File: config.mk
export PLATFORM = sky130hd
export DESIGN_NAME = rst_filter_seq
export DESIGN_NICKNAME = d
export VERILOG_FILES = /design/src/rtl/rfs_pkg.sv /design/src/rtl/rfs_sync.sv /design/src/rtl/rfs_filter.sv /design/src/rtl/rfs_hold.sv /design/src/rtl/rst_filter_seq.sv
export SDC_FILE = /design/constraint.sdc
export NUM_CORES = 1
export LEC_CHECK = 0
export ABC_AREA = 1
export ABC_CLOCK_PERIOD_IN_PS = 1450
export BUFFER_PORTS_ARGS = -buffer_cell sky130_fd_sc_hd__buf_2
export CORE_MARGIN = 2
export CORE_UTILIZATION = 49
export DETAILED_ROUTE_END_ITERATION = 6
export PLACE_DENSITY_LB_ADDON = 0.08
export SETUP_SLACK_MARGIN = 0.5
export SKIP_CTS_REPAIR_TIMING = 1
export SYNTH_ARGS = -nofsm -noshare
export SYNTH_HDL_FRONTEND = slang
export SYNTH_SLANG_ARGS = --single-unit
File: constraint.sdc
create_clock -name clk -period 1.45 [get_ports clk]
set_input_delay 0.29 -clock clk [delete_from_list [all_inputs] [get_ports clk]]
set_output_delay 0.29 -clock clk [all_outputs]
set_load 0.02 [all_outputs]
File: src/rtl/rfs_pkg.sv
package rfs_pkg;

    localparam int unsigned SYNC_STAGES = 2;
    localparam int unsigned ADDR_W      = 16;
    localparam logic [ADDR_W-1:0] START_VEC = 16'h000C;

    typedef enum logic [0:0] {
        SQ_IDLE = 1'b0,
        SQ_HOLD = 1'b1
    } seq_state_e;

    typedef struct packed {
        logic ds_n;
        logic as_n;
    } strobe_t;

    localparam strobe_t STROBE_IDLE = '{ds_n: 1'b1, as_n: 1'b1};

    // Strobe pattern for the next cycle, given whether reset stays on.
    function automatic strobe_t next_strobe(input logic in_rst,
                                            input logic entering,
                                            input strobe_t cur);
        strobe_t s;
        if (!in_rst) begin
            s = STROBE_IDLE;
        end else if (entering) begin
            s.ds_n = 1'b0;
            s.as_n = 1'b0;
        end else begin
            s.ds_n = 1'b0;
            s.as_n = ~cur.as_n;
        end
        return s;
    endfunction

endpackage

File: src/rtl/rfs_sync.sv
module rfs_sync #(
    parameter int unsigned STAGES = rfs_pkg::SYNC_STAGES
) (
    input  logic clk,
    input  logic rst,
    input  logic async_in,
    output logic sync_out
);
    logic [STAGES-1:0] chain_q;

    always_ff @(posedge clk) begin
        if (rst) begin
            chain_q <= '1;
        end else begin
            chain_q <= {chain_q[STAGES-2:0], async_in};
        end
    end

    assign sync_out = chain_q[STAGES-1];
endmodule

File: src/rtl/rfs_filter.sv
module rfs_filter #(
    parameter int unsigned FILT_LEN = 4
) (
    input  logic clk,
    input  logic rst,
    input  logic low_seen,
    input  logic armed,
    output logic qualify
);
    localparam int unsigned CNT_W = $clog2(FILT_LEN + 1);
    localparam logic [CNT_W-1:0] CNT_MAX = CNT_W'(FILT_LEN);

    logic [CNT_W-1:0] run_q;

    // Qualify on the sample after FILT_LEN consecutive low samples.
    assign qualify = armed && low_seen && (run_q == CNT_MAX);

    always_ff @(posedge clk) begin
        if (rst) begin
            run_q <= '0;
        end else if (!armed || !low_seen) begin
            run_q <= '0;
        end else if (run_q != CNT_MAX) begin
            run_q <= run_q + 1'b1;
        end
    end
endmodule

File: src/rtl/rfs_hold.sv
module rfs_hold
    import rfs_pkg::*;
#(
    parameter int unsigned HOLD_LEN = 18
) (
    input  logic    clk,
    input  logic    rst,
    input  logic    qualify,
    input  logic    low_seen,
    output logic    in_rst,
    output strobe_t strobes,
    output logic    start_q
);
    localparam int unsigned HOLD_W = $clog2(HOLD_LEN + 1);
    localparam logic [HOLD_W-1:0] HOLD_MAX = HOLD_W'(HOLD_LEN);

    seq_state_e       state_q, state_d;
    logic [HOLD_W-1:0] hold_q, hold_d;
    strobe_t          strobe_q;
    logic             start_d;

    always_comb begin
        state_d = state_q;
        hold_d  = hold_q;
        start_d = 1'b0;
        unique case (state_q)
            SQ_IDLE: begin
                if (qualify) begin
                    state_d = SQ_HOLD;
                    hold_d  = HOLD_W'(1);
                end
            end
            SQ_HOLD: begin
                if (hold_q == HOLD_MAX && !low_seen) begin
                    state_d = SQ_IDLE;
                    hold_d  = '0;
                    start_d = 1'b1;
                end else if (hold_q != HOLD_MAX) begin
                    hold_d = hold_q + 1'b1;
                end
            end
            default: state_d = SQ_IDLE;
        endcase
    end

    always_ff @(posedge clk) begin
        if (rst) begin
            state_q  <= SQ_IDLE;
            hold_q   <= '0;
            strobe_q <= STROBE_IDLE;
            start_q  <= 1'b0;
        end else begin
            state_q  <= state_d;
            hold_q   <= hold_d;
            strobe_q <= next_strobe(state_d == SQ_HOLD,
                                    state_q == SQ_IDLE, strobe_q);
            start_q  <= start_d;
        end
    end

    assign in_rst  = (state_q == SQ_HOLD);
    assign strobes = strobe_q;
endmodule

File: src/rtl/rst_filter_seq.sv
module rst_filter_seq
    import rfs_pkg::*;
#(
    parameter int unsigned FILT_LEN = 4,
    parameter int unsigned HOLD_LEN = 18
) (
    input  logic              clk,
    input  logic              rst,
    input  logic              ext_rst_n,
    output logic              core_rst,
    output logic              ds_n,
    output logic              as_n,
    output logic              start_pulse,
    output logic [ADDR_W-1:0] start_addr
);
    logic    pin_sync;
    logic    low_seen;
    logic    qualify;
    logic    in_rst;
    logic    start_q;
    strobe_t strobes;

    rfs_sync #(.STAGES(SYNC_STAGES)) u_sync (
        .clk      (clk),
        .rst      (rst),
        .async_in (ext_rst_n),
        .sync_out (pin_sync)
    );

    assign low_seen = ~pin_sync;

    rfs_filter #(.FILT_LEN(FILT_LEN)) u_filt (
        .clk      (clk),
        .rst      (rst),
        .low_seen (low_seen),
        .armed    (~in_rst),
        .qualify  (qualify)
    );

    rfs_hold #(.HOLD_LEN(HOLD_LEN)) u_hold (
        .clk      (clk),
        .rst      (rst),
        .qualify  (qualify),
        .low_seen (low_seen),
        .in_rst   (in_rst),
        .strobes  (strobes),
        .start_q  (start_q)
    );

    assign core_rst    = in_rst;
    assign ds_n        = strobes.ds_n;
    assign as_n        = strobes.as_n;
    assign start_pulse = start_q;
    assign start_addr  = start_q ? START_VEC : '0;
endmodule

-- Word level (Yosys, flattened, before mapping)
Cells that the tools add are included.
- flip-flop bits (word level): 14
- bits in latches: 0
- RAM bits: 0
- bits in read-only memories: 0
- input bits: 3
- output and inout bits: 20
- logic and storage cells: 37
- memories: 0
- $add $sub $neg: 2
- multipliers: 0
- div/mod/pow operators: 0
- order comparisons: 0
- equality and inequality tests: 6
- shift operators: 0
- mux-type cells: 10
- bitwise logic cells: 4
- reductions and logical operators: 8
- operators with widths (cell ; count):
    $mux W5 ; 3
    $pmux W5 S2 ; 1
    $ne A3 B3 Y1 const B ; 2
    $reduce_or A2 Y1 ; 3
    $add A5 B1 Y5 const B ; 1
    $eq A5 B5 Y1 const B ; 1
    $ne A5 B5 Y1 const B ; 1
    $mux W1 ; 4
    $mux W4 ; 1
    $not A1 Y1 ; 4
    $add A3 B1 Y3 const B ; 1
    $eq A3 B3 Y1 const B ; 1
    $logic_and A1 B1 Y1 ; 3
    $ne A2 B2 Y1 const B ; 1
    $pmux W1 S2 ; 1
    $reduce_and A2 Y1 ; 1
    $logic_or A1 B1 Y1 ; 1

-- Longest topological paths before layout
- depth after elaboration: 7
- depth in mapped cells: 10
- gate-level depth less buffers: 10

-- Modules after synthesis
Synthesis repeated with hierarchy kept, for this count alone.
- cell total of the unflattened synthesis: 117
- area total of the unflattened synthesis: 834.6 um^2
- by module, submodules not included (module ; times used ; cells each ; area an instance (um^2)):
    rfs_hold ; 1 ; 64 ; 462.9
    rfs_filter ; 1 ; 27 ; 181.4
    rst_filter_seq ; 1 ; 19 ; 131.4
    rfs_sync ; 1 ; 7 ; 58.8

-- Worst setup path before layout
OpenSTA, ideal clock, no wires.
- kind: flip-flop to flip-flop
- start: register u_hold.hold_q[0]
- end: register u_hold.hold_q[4]
- setup time: 0.111 ns
- data arrival time: 1.108 ns
- setup slack: 0.230 ns
- cell stages (with the launch flop): 11
- path through: dfxtp_1 inv_1 ha_1 nand2_1 inv_1 nand3_1 nand2_2 nand2_4 inv_1 nor2_1 nor2_1
- cells in the longest elaborated chain, start to end: 4
- ends and longest elaborated chain (item ; RTL line ; source):
    start, declared ; rfs_hold.sv:18 ; logic [HOLD_W-1:0] hold_q, hold_d;
    start signal, assigned ; rfs_hold.sv:54 ; hold_q <= hold_d;
    $add A5 B1 Y5 or $eq A5 B5 Y1 (tied branches) ; rfs_hold.sv:39, rfs_hold.sv:34 ;
    $mux W5 or $logic_and A1 B1 Y1 (tied branches) ; rfs_hold.sv:38, rfs_hold.sv:34 ;
    $mux W5 or $ne A3 B3 Y1 (tied branches) ; n/a ;
    $pmux W5 S2 or $reduce_and A2 Y1 (tied branches) ; n/a ;
Several ways; a longest one is shown, not always the timed one. The select of a mux whose other input is x is not followed.
A chain may end at the register's enable or synchronous reset.

-- Worst setup path after layout
- start: register u_hold.hold_q[0]
- end: register u_hold.hold_q[1]
Same word-level chain as after synthesis.

==> impl_metrics.py <==
metrics = {
    "global_routing": {
        "grt_pass1_vias": 497,
        "overflow": 0,
        "grt_antenna_before_repair": 0,
        "grt_pass1_wl_um": 2060,
        "grt_max_degree": 10,
        "track_usage_pct": 15.1,
    },
    "critical_path": {
        "end_kind": "register",
        "cp_slowest_cell": "dfxtp_4",
        "arrival_ns": 1.38,
        "r2r_setup_slack_ns": 0.24,
        "path_cells": "inv_4 -> ha_4 -> nand2_2 -> inv_2 -> nand3_2 -> nand2_4 -> nand2_4 -> o21ai_2 -> nor2_1",
        "crit_top_cell": "nand2_4",
        "crit_required_ns": 1.62,
        "r2r_start": "u_hold.hold_q[0]$_SDFFE_PP0P_",
        "r2r_cells": 9,
        "critical_path_class": "reg -> reg",
        "r2r_end": "u_hold.hold_q[1]$_SDFFE_PP0P_",
        "path_buf_inv": 2,
        "critical-path-top-delay-family": "flip-flops",
        "crit_path_start_kind": "register",
        "critPathMaxStageDelay_ns": 0.36,
        "crit_fanout": 5,
    },
    "clock_tree": {
        "cts_root_buf": "clkbuf_4",
        "cts_buffers": 3,
        "cts.path.max_buffers": 2,
        "htree_levels": 1,
        "clock_latency_ns": 0.27,
        "path_clk_slew_ns": 0.07,
        "cts_tree": "yes",
        "clock_sinks": 14,
    },
    "placed_design": {
        "io_buffers": 8,
        "gp_congestion": 0.899,
        "post-dp-hpwl_um": 958,
        "post_dp_cell_area_um2": 787,
        "post-place-ws_ns": 0.231,
    },
    "route": {
        "wire_per_inst_um": 12.0,
        "drt_iter0_drc": 16,
        "vias_per_cell": 4.87,
        "detail-route-antenna-nets": 0,
        "vias": 619,
        "first_pass_iters": 4,
        "drc_errors": 0,
        "wl_um": 1520,
    },
    "floorplan": {
        "rows": 14,
        "start_util_pct": 51.4,
        "die_area_um2": 1890,
        "ios": 23,
        "core_area_um2": 1490,
        "fp.dieH_um": 43.5,
        "floorplan.die.width_um": 43.5,
    },
    "timing": {
        "drv_slew": 0,
        "final-setup-viol-count": 0,
        "rsz0062_at_grt": "true",
        "setup_tns_ns": 0,
        "holdWs_ns": 0.201,
        "finalHoldViolCount": 0,
        "max_freq_mhz": 824,
        "finalCritPeriodShare_pct": 83.7,
        "min_period_ns": 1.21,
        "fin_ws_ns": 0.237,
        "skew_ns": 0.000769,
    },
    "finish": {
        "final_common_cell": "conb_1",
        "nNetsFinal": 120,
        "final_area_um2": 968,
        "antenna_cells": 0,
        "final_cell_mix": "conb_1, nor2_1, nand2_1, buf_6",
        "syn_to_final_growth_pct": 26.5,
        "drive_above_1_share_pct": 46.8,
    },
    "outcome": {
        "status": "completed",
    },
    "worst_hold_path": {
        "min_to": "u_sync.chain_q[0]$_SDFF_PP1_",
        "whs_path_depth": 2,
        "hp-class": "in -> reg",
        "hold_start": "ext_rst_n",
    },
    "synthesis": {
        "netlist_area_um2": 766,
        "syn-instance-count": 97,
        "synth.avg_cell_area_um2": 7.89,
        "yosysUniqueCellTypes": 24,
        "ys_seq_area_share_pct": 36.6,
        "ys_ff_latch": 14,
        "synth_warnings": 0,
    },
    "power": {
        "irDropWorstVdd_v": 0.000475,
        "leakage_nw": 0.431,
        "finalPower_uw": 643,
        "p_per_area_nw_per_um2": 664,
    },
    "flow_run": {
        "cap_violations": 0,
    },
}
per-stage QoR:
step | util, % | instances
finish | 65.0 | 127
global route | 65.0 | 127
CTS | 54.4 | 121
detailed placement | 52.9 | 118
global placement | 52.9 | 118
floorplan | - | 110
Yosys cell counts:
cell type | number | area [um^2]
buf_4 | 16 | 120
dfxtp_1 | 14 | 280
nand2_1 | 12 | 45.0
inv_1 | 11 | 41.3
nor2_1 | 9 | 33.8
a21oi_1 | 4 | 20.0
ha_1 | 4 | 50.1
nand3_1 | 4 | 20.0
o21ai_0 | 4 | 20.0
nand3_2 | 2 | 20.0
nor3_1 | 2 | 10.0
or2_2 | 2 | 12.5
xor2_1 | 2 | 17.5
a21oi_2 | 1 | 8.76
conb_1 | 1 | 3.75
inv_2 | 1 | 3.75
nand2_2 | 1 | 6.26
nand2_4 | 1 | 11.3
nand3b_1 | 1 | 7.51
nand4_1 | 1 | 6.26
nor2_2 | 1 | 6.26
o21ai_1 | 1 | 5.00
o21ai_2 | 1 | 8.76
o21bai_1 | 1 | 7.51
worst max-delay path by stage:
stage / to / start / cells past startpoint / slack (ns)
detailed placement: u_hold.hold_q[0]$_SDFFE_PP0P_ / u_hold.hold_q[0]$_SDFFE_PP0P_ / 10 / 0.23
global route: u_hold.hold_q[2]$_SDFFE_PP0P_ / u_hold.hold_q[0]$_SDFFE_PP0P_ / 10 / 0.14
floorplan: u_hold.hold_q[1]$_SDFFE_PP0P_ / u_hold.hold_q[0]$_SDFFE_PP0P_ / 9 / 0.32
finish: u_hold.hold_q[1]$_SDFFE_PP0P_ / u_hold.hold_q[0]$_SDFFE_PP0P_ / 9 / 0.24
global placement: u_hold.hold_q[1]$_SDFFE_PP0P_ / u_filt.run_q[0]$_SDFFE_PP0P_ / 9 / 0.24
CTS: core_rst / u_hold.in_rst$_SDFF_PP0_ / 1 / 0.13
routing by layer:
layer	vias up	routed length (um)	GRT usage, %
met2	25	828	23.9
met3	5	63	4.17
met4	0	35	13.3
met1	282	593	16.5
met5	-	0	0
li1	307	-	-
sequential cells by signal, summed over array words and instances (netlist names):
register	count
u_hold.in_rst	1
u_hold.start_q	1
u_filt.run_q	3
u_hold.strobes	2
u_sync.chain_q	2
u_hold.hold_q	5
logic make-up (layout without fill, tap and decap cells):
kind of cell | count (synthesis) | after routing | share of synthesized area, %
adder cells (fa/ha/maj) | 4 | 4 | 6.54
flip-flops | 14 | 14 | 36.6
buffers and inverters | 28 | 28 | 21.6
AO/OA/AOI/OAI | 12 | 12 | 9.15
AND/OR/NAND/NOR | 36 | 37 | 23.4
XOR/XNOR | 2 | 2 | 2.29
other | 1 | 14 | 0.490
where the power goes:
group          internal, mW  total [mW]  switching, mW
logic               0.00764      0.0505         0.0429
registers             0.382       0.385        0.00266
clock network        0.0962       0.208          0.112
total                 0.486       0.643          0.157
final cells by class:
class / count / area, um^2
clock buffers: 3 / 22.5
fillers: 129 / 520
inverters: 12 / 50.0
multi-input cells: 69 / 459
flip-flops and latches: 14 / 298
well taps: 16 / 20.0
repair buffers: 13 / 119
worst reg2reg max path: stages, from the launching register on:
cell	delay [ns]
dfxtp_4	0.36
inv_4	0.07
ha_4	0.12
nand2_2	0.04
inv_2	0.08
nand3_2	0.08
nand2_4	0.10
nand2_4	0.08
o21ai_2	0.11
nor2_1	0.05
Note: power is estimated with default switching activity, not from simulation.
